==> src/rtl/rvm_pkg.sv <==
package rvm_pkg;

    // Outcome of one measurement unit, produced by the period judge.
    typedef enum logic [1:0] {
        VD_NONE = 2'd0,
        VD_GOOD = 2'd1,
        VD_BAD  = 2'd2
    } verdict_e;

    // Front-end outputs handed to the period judge.
    typedef struct packed {
        logic restart;
        logic tick;
    } front_t;

    // Inclusive window test on a measured unit length.
    function automatic logic in_window(input int unsigned len,
                                       input int unsigned lo,
                                       input int unsigned hi);
        return (len >= lo) && (len <= hi);
    endfunction

endpackage

==> src/rtl/ref_sync.sv <==
module ref_sync #(
    parameter int STAGES = 2
) (
    input  logic clk,
    input  logic rst,
    input  logic d,
    output logic q
);
    logic [STAGES-1:0] chain;

    always_ff @(posedge clk) begin
        if (rst) chain <= '0;
        else     chain <= {chain[STAGES-2:0], d};
    end

    assign q = chain[STAGES-1];
endmodule

==> src/rtl/rvm_front.sv <==
module rvm_front import rvm_pkg::*; #(
    parameter int RSEL_W = 2
) (
    input  logic              clk,
    input  logic              rst,
    input  logic [1:0]        ref_s,
    input  logic              ref_pick,
    input  logic [RSEL_W-1:0] ratio_code,
    output front_t            front
);
    localparam int DIV_W = (1 << RSEL_W) - 1;

    logic              pick_q;
    logic [RSEL_W-1:0] code_q;
    logic              cur, prev;
    logic              rise;
    logic [DIV_W-1:0]  div_cnt;
    logic [DIV_W-1:0]  last_idx;
    logic              restart;

    // Select and ratio are local-domain inputs; a change restarts everything.
    always_ff @(posedge clk) begin
        if (rst) begin
            pick_q <= ref_pick;
            code_q <= ratio_code;
        end else begin
            pick_q <= ref_pick;
            code_q <= ratio_code;
        end
    end

    assign restart = (ref_pick != pick_q) || (ratio_code != code_q);
    assign cur     = ref_pick ? ref_s[0] : ref_s[1];

    always_ff @(posedge clk) begin
        if (rst) prev <= 1'b0;
        else     prev <= cur;
    end

    assign rise     = cur && !prev && !restart;
    assign last_idx = DIV_W'((32'd1 << ratio_code) - 32'd1);

    always_ff @(posedge clk) begin
        if (rst || restart)    div_cnt <= '0;
        else if (rise) begin
            if (div_cnt == last_idx) div_cnt <= '0;
            else                     div_cnt <= div_cnt + 1'b1;
        end
    end

    assign front.restart = restart;
    assign front.tick    = rise && (div_cnt == last_idx);
endmodule

==> src/rtl/rvm_period.sv <==
module rvm_period import rvm_pkg::*; #(
    parameter int NOM_CYC       = 64,
    parameter int TOL_CYC       = 4,
    parameter int TIMEOUT_UNITS = 2,
    localparam int TIMEOUT_CYC  = TIMEOUT_UNITS * NOM_CYC,
    localparam int PW           = $clog2(TIMEOUT_CYC + 1)
) (
    input  logic          clk,
    input  logic          rst,
    input  front_t        front,
    output verdict_e      verdict,
    output logic [PW-1:0] period_cnt
);
    localparam int LO_CYC = NOM_CYC - TOL_CYC;
    localparam int HI_CYC = NOM_CYC + TOL_CYC;

    logic          armed;
    logic [PW:0]   elapsed;

    assign elapsed = {1'b0, period_cnt} + 1'b1;

    always_ff @(posedge clk) begin
        if (rst || front.restart) begin
            period_cnt <= '0;
            armed      <= 1'b0;
            verdict    <= VD_NONE;
        end else begin
            verdict <= VD_NONE;
            if (front.tick) begin
                if (armed)
                    verdict <= in_window(int'(elapsed), LO_CYC, HI_CYC) ? VD_GOOD : VD_BAD;
                armed      <= 1'b1;
                period_cnt <= '0;
            end else if (armed) begin
                if (int'(elapsed) >= TIMEOUT_CYC) begin
                    verdict    <= VD_BAD;
                    armed      <= 1'b0;
                    period_cnt <= '0;
                end else begin
                    period_cnt <= period_cnt + 1'b1;
                end
            end
        end
    end
endmodule

==> src/rtl/rvm_recovery.sv <==
module rvm_recovery import rvm_pkg::*; #(
    parameter int GOOD_UNITS = 12,
    localparam int GW        = $clog2(GOOD_UNITS + 1)
) (
    input  logic          clk,
    input  logic          rst,
    input  logic          restart,
    input  verdict_e      verdict,
    output logic [GW-1:0] good_run,
    output logic          valid
);
    always_ff @(posedge clk) begin
        if (rst || restart) begin
            good_run <= '0;
            valid    <= 1'b0;
        end else begin
            case (verdict)
                VD_BAD: begin
                    good_run <= '0;
                    valid    <= 1'b0;
                end
                VD_GOOD: begin
                    if (int'(good_run) >= GOOD_UNITS - 1) begin
                        good_run <= GW'(GOOD_UNITS);
                        valid    <= 1'b1;
                    end else begin
                        good_run <= good_run + 1'b1;
                    end
                end
                default: ;
            endcase
        end
    end
endmodule

==> src/rtl/ref_valid_monitor.sv <==
module ref_valid_monitor import rvm_pkg::*; #(
    parameter int RSEL_W        = 2,
    parameter int NOM_CYC       = 64,
    parameter int TOL_CYC       = 4,
    parameter int TIMEOUT_UNITS = 2,
    parameter int GOOD_UNITS    = 12,
    parameter int SYNC_STAGES   = 2
) (
    input  logic              clk,
    input  logic              rst,
    input  logic              ref_a,
    input  logic              ref_b,
    input  logic              ref_pick,
    input  logic [RSEL_W-1:0] ratio_code,
    output logic              valid_o
);
    localparam int TIMEOUT_CYC = TIMEOUT_UNITS * NOM_CYC;
    localparam int PW          = $clog2(TIMEOUT_CYC + 1);
    localparam int GW          = $clog2(GOOD_UNITS + 1);

    logic [1:0]    ref_raw;
    logic [1:0]    ref_s;
    front_t        front;
    verdict_e      verdict;
    logic [PW-1:0] period_cnt;
    logic [GW-1:0] good_run;

    assign ref_raw = {ref_b, ref_a};

    for (genvar gi = 0; gi < 2; gi++) begin : g_sync
        ref_sync #(.STAGES(SYNC_STAGES)) u_sync (
            .clk (clk),
            .rst (rst),
            .d   (ref_raw[gi]),
            .q   (ref_s[gi])
        );
    end

    rvm_front #(.RSEL_W(RSEL_W)) u_front (
        .clk        (clk),
        .rst        (rst),
        .ref_s      (ref_s),
        .ref_pick   (ref_pick),
        .ratio_code (ratio_code),
        .front      (front)
    );

    rvm_period #(
        .NOM_CYC       (NOM_CYC),
        .TOL_CYC       (TOL_CYC),
        .TIMEOUT_UNITS (TIMEOUT_UNITS)
    ) u_period (
        .clk        (clk),
        .rst        (rst),
        .front      (front),
        .verdict    (verdict),
        .period_cnt (period_cnt)
    );

    rvm_recovery #(.GOOD_UNITS(GOOD_UNITS)) u_recovery (
        .clk      (clk),
        .rst      (rst),
        .restart  (front.restart),
        .verdict  (verdict),
        .good_run (good_run),
        .valid    (valid_o)
    );
endmodule

==> config.mk <==
export PLATFORM = sky130hd
export DESIGN_NAME = ref_valid_monitor
export DESIGN_NICKNAME = d
export VERILOG_FILES = /design/src/rtl/rvm_pkg.sv /design/src/rtl/ref_sync.sv /design/src/rtl/rvm_front.sv /design/src/rtl/rvm_period.sv /design/src/rtl/rvm_recovery.sv /design/src/rtl/ref_valid_monitor.sv
export SDC_FILE = /design/constraint.sdc
export NUM_CORES = 1
export LEC_CHECK = 0
export ABC_AREA = 1
export BUFFER_PORTS_ARGS = -buffer_cell sky130_fd_sc_hd__buf_2
export CAP_MARGIN = 30
export CORE_UTILIZATION = 50
export DETAILED_ROUTE_END_ITERATION = 8
export PLACE_DENSITY_LB_ADDON = 0.08
export SYNTH_ARGS = -nofsm -noshare
export SYNTH_HDL_FRONTEND = slang
export SYNTH_SLANG_ARGS = --single-unit
==> constraint.sdc <==
create_clock -name clk -period 1.3 [get_ports clk]
set_clock_uncertainty 0.2 [all_clocks]
set_input_delay 0.065 -clock clk [delete_from_list [all_inputs] [get_ports clk]]
set_output_delay 0.065 -clock clk [all_outputs]
set_load 0.03 [all_outputs]
==> results.json <==
{
  "reg2reg_slack_ps": -340,
  "ant_nets": 0,
  "min_to": "u_front.prev",
  "drc": 0,
  "fraction_of_layout_instances_using_a_drive_strength_above_1_pct": 51.6,
  "clkSlewWorstSetupHoldPaths_ps": 140,
  "maxClockFrequency_mhz": 610,
  "unrepaired_setup_endpoints_after_global_routing": "yes",
  "grtUsageTotal_pct": 23.5,
  "antenna_cells": 0,
  "worst_r2r_path_depth": 11,
  "io-pin-count": 8,
  "final-instance-count-excl-fill": 284,
  "first_pass_grt_wire_length_mm": 5.91,
  "die_height_um": 55.3,
  "avg_synthesized_cell_area_um2": 7.04,
  "cap_viol_max_count": 0,
  "crit_arrival_ps": 1670,
  "finalWorstPathRequiredPeriod_ps": 1640,
  "dr.first_iter.drc_count": 63,
  "synth_enable_flop_cells": 0,
  "nFillCells": 145,
  "dr.pass1.iters": 4,
  "dp_worst_setup_slack_ps": -262,
  "final-hold-violation-count": 0,
  "clock_root_cell": "sky130_fd_sc_hd__clkbuf_4",
  "tritoncts": "built",
  "yosys_most_used_dff": "sky130_fd_sc_hd__dfxtp_1",
  "floorplan.initialDensity_pct": 54.9,
  "ys_seq_elements": 27,
  "grt-ovfl-total": 0,
  "worst_setup_path_end_kind": "register",
  "grt_pass1_vias": 1464,
  "syn2layout_area_growth_pct": 54.6,
  "leakage_power_nw": 0.940,
  "grt_max_degree": 15,
  "final_routed_wire_length_divided_by_cell_count_um": 13.0,
  "synth.cell_area_mm2": 0.00142,
  "dpl.hpwl_mm": 2.23,
  "path_class": "register to register",
  "powerDensity_mw_per_mm2": 597,
  "postRouteWirelength_mm": 3.70,
  "final_estimated_routing_congestion_in_global_placement": 0.907,
  "numCtsBuffers": 3,
  "core_mm2": 0.00259,
  "fin_nets": 268,
  "max-slew-margin-rel_pct": 71.6,
  "clock_latency_ps": 320,
  "mostFrequentLayoutCells": "sky130_fd_sc_hd__nand2_1, sky130_fd_sc_hd__buf_4, sky130_fd_sc_hd__inv_1",
  "floorplan.die_area_mm2": 0.00306,
  "critical_r2r_launch": "u_period.period_cnt[0]",
  "worst_slack_ps": -339,
  "fin_tns_setup_ps": -3780,
  "placementRows": 18,
  "timing.hold.ws_ps": 99.0,
  "run_status": "complete, but fails checks",
  "yosysUniqueCellTypes": 24,
  "numPlacedInstances": 258,
  "worstMarginPinSlew_ps": 426,
  "numPortBuffers": 7,
  "cts.path.max_buffers": 2,
  "design_power_total_w": 0.00131,
  "finalSetupViolCount": 19,
  "avgViaCountPerCell": 5.18,
  "die_width_um": 55.3,
  "timing.hold.worst.class": "input port to register",
  "violations_in_the_final_reports": "setup timing",
  "final.period_utilization_pct": 126,
  "post_syn_nets": 215,
  "antenna_found_initial": 0,
  "dr_total_vias": 1470,
  "yosys_warning_total": 0,
  "hold_depth": 4,
  "final_max_slew_viol_count": 0,
  "ys_seq_area_share_pct": 38.0,
  "mostFrequentLayoutCell": "sky130_fd_sc_hd__nand2_1",
  "regToRegEndpoint": "u_period.verdict[1]",
  "clock-sinks": 27,
  "htreeDepth": 1,
  "critPathRequiredTime_ps": 1330,
  "timing.critical_path.fanout_max": 5,
  "syn_inst": 202,
  "critical_path.startpoint_type": "register",
  "synth-async-reset-ratio_pct": 0,
  "vdd.ir_drop.worst_mv": 0.671,
  "timing.hold.worst.start": "ref_pick"
}
kinds of logic (layout without fill, tap and decap cells):
| family | count (synthesis) | after routing | synth area share [%] |
|---|---|---|---|
| AND/OR/NAND/NOR | 103 | 104 | 32.9 |
| buffers and inverters | 38 | 89 | 10.0 |
| XOR/XNOR | 3 | 3 | 1.85 |
| AO/OA/AOI/OAI | 25 | 25 | 12.0 |
| adder cells (fa/ha/maj) | 6 | 6 | 5.28 |
| flip-flops | 27 | 27 | 38.0 |
flip-flops by register name, indices dropped and copies added (netlist names), 2 cells and up:
signal               count
g_sync.u_sync.chain      4
u_front.code_q           2
u_front.div_cnt          3
u_period.period_cnt      8
u_period.verdict         2
u_recovery.good_run      4
area by class of cell:
class	instances	area (um^2)	share of cell area (%)
clock buffer	4	26.3	1.19
multi-input combinational	138	1030	46.7
inverter	38	155	7.05
sequential	27	563	25.6
timing repair buffer	47	390	17.7
tap	30	37.5	1.71
routing by layer:
| layer | wire [um] | track usage (%) |
|---|---|---|
| met1 | 1550 | 27.2 |
| met2 | 1970 | 44.6 |
| met3 | 75 | 2.34 |
| met4 | 109 | 7.50 |
| met5 | 0 | 0 |
critical path, stage by stage (launching register included):
cell	delay (ps)
sky130_fd_sc_hd__dfxtp_4	410
sky130_fd_sc_hd__ha_4	170
sky130_fd_sc_hd__inv_1	60
sky130_fd_sc_hd__nand2_2	80
sky130_fd_sc_hd__nand2_2	100
sky130_fd_sc_hd__nor2_1	50
sky130_fd_sc_hd__nor2_1	110
sky130_fd_sc_hd__nand3_1	80
sky130_fd_sc_hd__nand2_1	80
sky130_fd_sc_hd__nand3_2	90
sky130_fd_sc_hd__nand2_1	70
sky130_fd_sc_hd__inv_1	40
what timing repair did:
item                       CTS  global route
gates cloned                 1             0
resized for setup           46            29
pin swaps                   25            22
hold endpoints to repair    10             2
setup endpoints to repair   19            20
setup buffers                8             6
hold buffers                 7             2
how the worst max path moves through the flow:
| stage | slack (ps) | end | from |
|---|---|---|---|
| 2_1_floorplan | -130 | u_period.verdict[1] | u_period.period_cnt[1] |
| 3_3_place_gp | -220 | u_period.period_cnt[0] | u_period.period_cnt[3] |
| 3_5_place_dp | -260 | u_period.period_cnt[1] | u_period.period_cnt[3] |
| 6_report | -340 | u_period.verdict[1] | u_period.period_cnt[0] |
| 4_1_cts | -280 | u_period.period_cnt[0] | u_period.period_cnt[0] |
| 5_1_grt | -380 | u_period.verdict[1] | u_period.period_cnt[1] |
per-stage QoR:
stage | cell area [um^2] | util (%)
CTS | 2050 | 79.1
detailed placement | 1750 | 67.5
floorplan | 1530 | -
global placement | 1750 | 67.5
global route | 2200 | 84.9
finish | 2200 | 84.9
synth_stat cells, types with 4 or more instances:
cell type                  n  share of area [%]
sky130_fd_sc_hd__nand2_1  48                 13
sky130_fd_sc_hd__inv_1    35                9.2
sky130_fd_sc_hd__dfxtp_1  27                 38
sky130_fd_sc_hd__nor2_1   26                6.9
sky130_fd_sc_hd__nand3_1  11                3.9
sky130_fd_sc_hd__a21oi_2   7                4.3
sky130_fd_sc_hd__ha_1      6                5.3
sky130_fd_sc_hd__o21ai_0   6                2.1
sky130_fd_sc_hd__a21oi_1   5                1.8
sky130_fd_sc_hd__nor2_2    4                1.8
sky130_fd_sc_hd__nor3_1    4                1.4
power by group:
part / total [W] / switching [W] / internal, W
clock: 0.000361 / 0.000241 / 0.000120
combinational: 0.000114 / 0.0000596 / 0.0000547
sequential: 0.000838 / 0.00000572 / 0.000832
total: 0.00131 / 0.000306 / 0.00101
No activity file was read; power rests on OpenSTA's default activity.
